<file path="config.mk">
export PLATFORM = sky130hd
export DESIGN_NAME = tagdir_way_select
export DESIGN_NICKNAME = d
export VERILOG_FILES = /design/src/rtl/tagdir_way_select.sv
export SDC_FILE = /design/constraint.sdc
export NUM_CORES = 1
export LEC_CHECK = 0
export ABC_CLOCK_PERIOD_IN_PS = 7130
export BUFFER_PORTS_ARGS = -buffer_cell sky130_fd_sc_hd__buf_2
export CAP_MARGIN = 20
export CORE_ASPECT_RATIO = 0.9
export CORE_UTILIZATION = 47
export DETAILED_ROUTE_END_ITERATION = 8
export PLACE_DENSITY = 0.82
export SYNTH_ARGS = -nofsm -noshare
export SYNTH_HDL_FRONTEND = slang
export SYNTH_SLANG_ARGS = --single-unit
</file>
<file path="constraint.sdc">
create_clock -name vclk -period 7.13
set_input_delay 0.3565 -clock vclk [all_inputs]
set_output_delay 0.3565 -clock vclk [all_outputs]
set_load 0.005 [all_outputs]
</file>
<file path="src/rtl/tagdir_way_select.sv">
module tagdir_way_select #(
  parameter int WAYS    = 4,
  parameter int TAG_W   = 24,
  parameter int STAMP_W = 32,
  localparam int WAY_W  = (WAYS > 1) ? $clog2(WAYS) : 1
) (
  input  logic [WAYS-1:0]              way_valid,
  input  logic [WAYS-1:0][TAG_W-1:0]   way_tag,
  input  logic [WAYS-1:0][STAMP_W-1:0] way_stamp,
  input  logic [TAG_W-1:0]             probe_tag,
  output logic                         hit,
  output logic [WAY_W-1:0]             hit_way,
  output logic                         free_any,
  output logic [WAY_W-1:0]             free_way,
  output logic [WAY_W-1:0]             victim_way
);
  logic [WAYS-1:0] match;

  for (genvar g = 0; g < WAYS; g++) begin : g_cmp
    assign match[g] = way_valid[g] && (way_tag[g] == probe_tag);
  end

  // Lowest matching way; at most one can match in a consistent directory.
  always_comb begin
    hit_way = '0;
    for (int i = WAYS - 1; i >= 0; i--) begin
      if (match[i]) hit_way = WAY_W'(i);
    end
  end

  // Lowest invalid way receives a fill.
  always_comb begin
    free_way = '0;
    for (int i = WAYS - 1; i >= 0; i--) begin
      if (!way_valid[i]) free_way = WAY_W'(i);
    end
  end

  // Oldest valid way; a strict compare keeps the lower index on a tie.
  always_comb begin
    logic [STAMP_W-1:0] oldest;
    logic               seen;
    victim_way = '0;
    oldest     = '0;
    seen       = 1'b0;
    for (int i = 0; i < WAYS; i++) begin
      if (way_valid[i] && (!seen || way_stamp[i] < oldest)) begin
        oldest     = way_stamp[i];
        victim_way = WAY_W'(i);
        seen       = 1'b1;
      end
    end
  end

  assign hit      = |match;
  assign free_any = ~&way_valid;
endmodule

</file>
======== Yosys cells after proc, flatten, opt, wreduce, memory -nomap -nowiden ========
Cells that the tools add are included.
word-level totals
  register bits ........................... 0
operators by class
  $lt $le $gt $ge ......................... 3
  multiplexer cells ....................... 17
  reduce and logical (&&, ||, !) cells .... 16
  eq/ne operators ......................... 4
operators with widths
  kind                 number
  == test 24 bit       4
  < comparator 32 bit  3
  two-way mux 32 bit   3
  two-way mux 2 bit    10
  logical AND 1 bit    7
  logical NOT 1 bit    4
  two-way mux 1 bit    4
  AND reduction 4 bit  1
  OR reduction 4 bit   1
  logical OR 1 bit     3

======== Depth between registers and ports, before layout ========
Gate-level depths: netlist of run 1.
  depth in word-level cells ............... 13
  gate-level depth with buffers ........... 28
  depth with buffers taken out ............ 24

======== Least setup slack after synthesis of run 1 ========
OpenSTA, ideal clock, no wires.
  kind .................................... input to output
  start point ............................. input port way_valid[0]
  end point ............................... output port victim_way[1]
  stages .................................. 25
  setup slack ............................. 481 ps
  required time ........................... 6773 ps
  data arrival time ....................... 6293 ps
  path through ............................ clkbuf_1 buf_1 nand2_1 ha_1 a21oi_1 o21ai_1 a2111oi_2 a2bb2oi_1 nor2_4 buf_2 mux2_2 ha_1 nand4_1 nor4_1 nand3b_4 a221oi_4 buf_4 mux2_2 ha_1 nand3_1 or3_1 a211oi_1 nand4_1 a31oi_1 o211ai_1
between the ends
  longest elaborated chain between the ends .. 13
ends and longest elaborated chain
  element                                                          RTL line  text
  start: declaration                                               7         input logic [WAYS-1:0] way_valid,
  two-way mux 32 bit / two-way mux 1 bit (equally long branches)   47        if (way_valid[i] && (!seen || way_stamp[i] < oldest)) begin
  < comparator 32 bit / logical NOT 1 bit (equally long branches)  47
  logical OR 1 bit                                                 47
  logical AND 1 bit                                                47
  two-way mux 32 bit / two-way mux 1 bit (equally long branches)   47
  < comparator 32 bit / logical NOT 1 bit (equally long branches)  47
  logical OR 1 bit                                                 47
  logical AND 1 bit                                                47
  two-way mux 32 bit / two-way mux 1 bit (equally long branches)   47
  < comparator 32 bit / logical NOT 1 bit (equally long branches)  47
  logical OR 1 bit                                                 47
  logical AND 1 bit                                                47
  two-way mux 2 bit *                                              47
  end: declaration                                                 15        output logic [WAY_W-1:0] victim_way
Every way passes the cells marked *; elsewhere a longest branch is shown, timed or not.

======== Worst setup path in the final report of run 1 ========
  start point ............................. input port way_valid[0]
  end point ............................... output port victim_way[0]
The elaborated chain is that of the path after synthesis.

==> results of run 1 <==
cells in the final DEF (no fill, tap or decap), types with 13 or more instances in the layout:
| cell | netlist | final |
|---|---|---|
| xnor2_1 | 40 | 40 |
| nor4_1 | 13 | 13 |
| buf_2 | 3 | 259 |
| mux2_2 | 55 | 55 |
| nor2_1 | 17 | 16 |
| ha_1 | 93 | 93 |
| nand4_1 | 33 | 33 |
| o21ai_0 | 14 | 13 |
| buf_4 | 3 | 37 |
| inv_1 | 70 | 70 |
| nor3_1 | 15 | 13 |
| nand2_1 | 49 | 49 |
| a21oi_1 | 32 | 29 |
| xor2_1 | 56 | 56 |
synth_stat cells (2+ instances only):
cell type  instances  share of area, %
ha_1              93                26
o31ai_1            2              0.34
o221ai_1           2              0.40
nor4_1            13               1.8
mux2_2            55                14
nand2_1           49               4.2
a31oi_1            4              0.57
buf_2              3              0.34
a21boi_0           2              0.34
nor2_1            17               1.4
a21oi_1           32               3.6
nand4_1           33               4.7
nor3_1            15               1.7
mux2_1             7               1.8
a211oi_1           8               1.4
xnor2_1           40               7.9
a21o_1             6               1.0
buf_4              3              0.51
o211ai_1           6               1.0
xor2_1            56                11
o21ai_0           14               1.6
inv_1             70               5.9
a2bb2oi_1          2              0.40
buf_1              3              0.25
nor3b_1            2              0.34
o21a_1             3              0.51
nand3_1           12               1.4
kinds of logic after synthesis:
group | after synthesis | share of synthesized area, %
buffers and inverters | 80 | 7.13
muxes | 62 | 15.8
and+or+nand+nor | 149 | 17.3
xor gates and xnor gates | 96 | 19.0
adders and majority gates | 93 | 26.3
AOI/OAI and AO/OA | 95 | 14.4
routing by layer:
metal | up-vias | track usage [%] | wire length [um]
met2 | 219 | 61.1 | 8080
met5 | - | 0 | 0
met3 | 28 | 2.57 | 893
met4 | 0 | 7.38 | 391
li1 | 2669 | - | -
met1 | 2359 | 33.4 | 5890
critical path, delay by kind of cell:
kind	cells	cell delay, ns
AOI/OAI and AO/OA	11	2.15
muxes	2	0.67
buffers and inverters	7	1.23
and+or+nand+nor	8	1.24
adders and majority gates	3	0.88
final timing paths:
path	startpoint	endpoint	slack, ns	depth (start not counted)
min	way_valid[3]	free_any	1.10	3
max	way_valid[0]	victim_way[0]	0.24	31
power by group:
part	total (uW)	switching [uW]	internal (uW)
logic	505	248	256
clock network	0	0	0
registers	0	0	0
total	505	248	256
through the flow:
| stage | total power [uW] | instances | hold slack (ns) | setup WS (ns) | utilization, % |
|---|---|---|---|---|---|
| floorplan | 289 | 575 | 0.764 | 0.481 | - |
| global placement | 465 | 980 | 1.09 | -0.197 | 66.6 |
| detailed placement | 475 | 980 | 1.09 | -0.348 | 66.6 |
| CTS | 487 | 984 | 1.09 | 0.198 | 67.2 |
| global route | 558 | 987 | 1.12 | -0.0593 | 68.1 |
| finish | 505 | 987 | 1.10 | 0.239 | 68.1 |
cell type report:
type / instances / area, um^2 / area share, %
inverter: 70 / 263 / 4.23
multi-input combinational: 496 / 4190 / 67.4
tap: 122 / 153 / 2.45
timing repair buffer: 299 / 1610 / 25.9
what timing repair did:
item	4_1_cts	5_1_grt
gates resized for setup	1	16
buffers inserted	3	3
pin swaps	1	9
cloned	1	0
setup endpoints to repair	2	2
==> reports/results.txt, run 1 <==
The worst setup path is captured at an output pin. Once the floorplan was initialized, standard cells occupied 48.4% of the core. Pin count of the biggest net entering global routing: 17. After detailed routing, the total wire length is 15300 um. The mean number of vias per cell came out at 5.34. The average instance in the mapped netlist occupies 7.69 um^2.

The first routing iteration left 168 violations. The count of input and output buffers is 260. Among the stages of the critical path, the cell type that occurs most often is buf_4. For the count of endpoints failing hold in the final timing report, the log shows 0. Buffers inserted to repair hold after CTS numbered 0. The tools report the sum of negative setup slack as 0 ns. After the last flow step, the layout net total stands at 1212. In this run the worst path has a maximum fanout of 16. The final route contains 5275 vias.

The stage delay of the slowest cell on the critical path is 0.35 ns, and the area of the die is 0.00979 mm^2. The run gives 0 um^2 as the area taken by flip-flops and latches. Number of clock buffer instances in the layout: 0.

Across every metal layer, demand over resource in global routing totals 30.0%. The minimum clock period after layout works out to 6.89 ns. The weighted congestion at the end of routability-driven global placement came out at 0.898.

The floorplan step set the die width to 104 um. The critical path in this run is classified as primary input to output pin. The logs give 0.00913 mm^2 for the placeable core area and 0.0000401 V for the worst voltage drop across the vdd grid.

Of the available clock period, the critical path in the final layout requires 96.6%. Counting every net in the synthesized netlist gives 920. The number of sequential cells in the layout is 0, and the static leakage is 0.00322 uW. Final global-route overflow total: 0. Summing all non-filler instances in the final layout gives an area of 0.00622 mm^2. Summed over all nets, the half-perimeter wirelength after detailed placement is 13600 um.

At the pin with the least slew margin, the transition time is 0.504 ns. Number of ports placed on the die boundary: 260. Number of iterations in the first detailed-routing pass: 5. 0 antenna diodes ended up in the layout.

After synthesis, the netlist uses 50 different library cells. The first global-routing pass estimated 23700 um of wire. For this run, the register share of the synthesized area comes to 0%. Class of the most critical hold timing path: primary input to output pin. The ratio of cells with drive above 1 in the final layout is 43.1%, and the area of placed instances is 0.00608 mm^2.

The number of nets with antenna violations after routing was 0; the worst endpoint required time was 6.77 ns. The Yosys warning count came out at 0. The logs give 33 for the row count and 66.1% for the worst max-slew margin expressed relative to the limit. The die is 94.0 um tall.

Power spread over the standard cell area amounts to 81.1 mW/mm^2. Relative to the synthesized area, the layout overhead comes to 40.7%. The run gives 0 as the number of remaining DRC errors.

Counting the fill cells in the layout gives 782. The cell with the largest stage delay on the worst path was mux2_2. For the worst setup path, the data arrival time is 6.53 ns. The run finished with clean final reports. Type of origin of the critical path: a primary input.

The initial antenna violation count came out at 0. Final max-slew violation count: 0. The run gives 575 as the post-synthesis cell count. Across the run, the number of max-cap violations was 0. The logs give 0 for the final number of setup-violating endpoints and 0.00442 mm^2 for the netlist area before placement. In the final routed layout, each cell accounts on average for 15.5 um. The run gives 145 MHz as the fmax. The via count of the first global-routing pass came out at 5256.
No activity file was read; power rests on OpenSTA's default activity.
==> inputs of run 2 (changes only) <==
Settings changed: ABC_CLOCK_PERIOD_IN_PS 7130 to 6200, CORE_UTILIZATION 47 to 42, PLACE_DENSITY 0.82 to 0.78.
Clock period 7.13 ns to 6.2 ns, I/O delays scaled along.
==> run 2 against run 1 <==
The flow now finishes with violations (design-rule violations, negative setup slack). Global-route usage up 13 points. Sequential share of layout area unchanged. Largest cell class unchanged. Non-clock buffer count up 67. Via count up 33%. Clock-buffer cell count unchanged. Highest routed layer is now met5. Utilization up 8.7 points. Cell count up 7.8%. Critical path depth unchanged. Wire length up 92%. Critical path type unchanged.
==> reports/results.txt, run 2 (same netlist as run 1, synthesis figures left out) <==
The number of clock buffer instances in the layout is 0 (unchanged), and the arrival time at the worst endpoint is 7.70 ns (+1.17 ns). The tools report the area taken by flip-flops and latches as 0 um^2 (unchanged). The count of input and output buffers was 260 (unchanged); the number of remaining DRC errors was 61 (+61).

The logs give 0.904 (+0.69%) for the weighted congestion at the end of routability-driven global placement and 43.1% (-5.3 points) for the effective utilization at floorplan. Class of the most critical hold timing path: primary input to output pin. The transition time of the tightest slew-check pin was 1.31 ns (+0.807 ns).

The run gives 0 (unchanged) as the final max-slew violation count. The tools report the final global-route overflow total as 0 (unchanged). Via count of the first global-routing pass: 6778 (+29%). The run finished, with violations left. Worst max-slew margin expressed relative to the limit: 12.1% (-54 points). The largest individual stage delay along the critical path comes from the cell nor4_4.

The number of sequential cells in the layout is 0 (unchanged). The placeable core area was 0.0102 mm^2 (+12%); the post-DP HPWL was 14100 um (+3.3%). First-pass GRT wire length: 35000 um (+47%). STA classifies the critical path startpoint as a primary input.

The height of the chip came out at 99.3 um (+5.7%). The count of cells along the worst hold path was 3 (unchanged). The tools report the non-filler instance count after layout as 1064 (+7.8%). For the final standard cell utilization of the core, the log shows 76.8% (+8.7 points).

The ratio of cells with drive above 1 in the final layout is 57.7% (+15 points). For the via total after detailed routing, the log shows 6991 (+33%). Dividing the final minimum period by the clock period gives 129%.

The run gives 8880 um (+51%) as the post-route met1 wirelength. The count of endpoints failing hold in the final timing report came out at 0 (unchanged). The row count is 35 (+6.1%), and the final design instance area without fill is 0.00787 mm^2 (+27%). Compared with the post-synthesis result, the final layout area differs by 78.1%.

The count of placed standard cells including taps is 1018 (+3.9%), and the total length of routed wires is 29300 um (+92%). The checks that failed: design-rule violations, negative setup slack. The stage delay of the slowest cell on the critical path is 0.52 ns (+0.17 ns), and the post-detailed-route wirelength per cell is 27.5 um (+78%).

The logs give -1.81 ns (-2.04 ns) for the least setup slack across all paths after layout and 0.0109 mm^2 (+12%) for the area of the die. In this run the most critical hold path is launched from way_valid[2]. The mean number of vias per cell was 6.57 (+23%). The critical path class was primary input to output pin. For the final-stage net count, the log shows 1278 (+5.4%). In the layout the commonest cells are buf_2 (259), buf_4 (86), inv_1 (70). Wire length on met3: 4510 um (+410%). Setup repair after global routing could not meet its margin everywhere. The overall die width works out to 110 um (+5.7%). The logs give 2 (+2) for the final number of setup-violating endpoints and 12300 um (+52%) for the detailed-routed wire length on met2. The run gives 0 (unchanged) as the number of max-cap violations. Uppermost layer routed: met5. The run gives 1227 (+630%) as the detailed router's first-iteration violation count.

The placement-stage worst setup slack is -0.764 ns (-0.416 ns), and the pin count of the biggest net entering global routing is 9 (-8). The path with the worst hold slack has its endpoint at free_any. STA classifies the critical path endpoint as an output pin. The number of nets with antenna violations after routing was 0 (unchanged). The run gives 42.8% (+13 points) as the overall routing resource usage. The area of placed instances was 0.00638 mm^2 (+4.9%). The number of iterations in the first detailed-routing pass is 9 (+4).

Fmax: 125 MHz. The minimum clock period after layout was 8.01 ns; the largest fanout on the critical path was 8 (-8). The worst endpoint required time is 5.89 ns (-0.88 ns).

The run gives 260 (unchanged) as the number of ports placed on the die boundary. Leaving out fill and tap cells, the most frequent cell in the layout is buf_2. The tools report the initial antenna violation count as 3 (+3).
==> run 2: cell count changes in the layout (fill, tap and decap cells not counted), sizes merged <==
cell	previous run	this run
buf	298	364
diode	0	4
bufbuf	0	2
a221oi	2	1
clkbuf	1	0
==> run 2: routing by layer <==
| metal | up-vias | GRT usage (%) |
|---|---|---|
| li1 | 2813 | - |
| met1 | 3050 | 40.1 |
| met2 | 767 | 72.1 |
| met3 | 349 | 21.4 |
| met4 | 12 | 28.8 |
| met5 | - | 4.76 |
==> run 2: cell type report <==
cell class | instances | area (um^2)
multi-input combinational | 495 | 5150
antenna | 4 | 10.0
timing repair buffer | 366 | 2290
inverter | 70 | 263
tap | 129 | 161
fill | 581 | 2380
==> run 2: critical path: cells and delay by family <==
| family | cells | cell delay, ns |
|---|---|---|
| AO/OA/AOI/OAI | 8 | 2.35 |
| adder cells (fa/ha/maj) | 3 | 0.90 |
| buffers and inverters | 8 | 1.30 |
| multiplexers | 2 | 0.70 |
| AND/OR/NAND/NOR | 10 | 2.09 |
==> run 2: repair_timing <==
item | in CTS | in global routing
hold buffers | 0 | 0
pin swaps | 52 | 35
endpoints found under the setup margin | 2 | 2
setup buffers | 25 | 15
gates cloned | 6 | 0
gates resized for setup | 139 | 38
==> run 2: worst max path at each step <==
stage,start,endpoint,cells after the start
floorplan,way_valid[0],victim_way[1],27
global placement,way_valid[0],victim_way[1],29
detailed placement,way_valid[0],victim_way[1],29
CTS,way_valid[0],victim_way[1],31
global route,way_valid[0],victim_way[1],32
finish,way_valid[0],victim_way[1],31
==> run 2: stage by stage <==
stage / TNS (ns) / hold WS, ns
floorplan: 0 / 0.671
global placement: -1.05 / 0.975
detailed placement: -1.40 / 0.980
CTS: -0.340 / 0.984
global route: -4.27 / 1.03
finish: -3.57 / 1.00
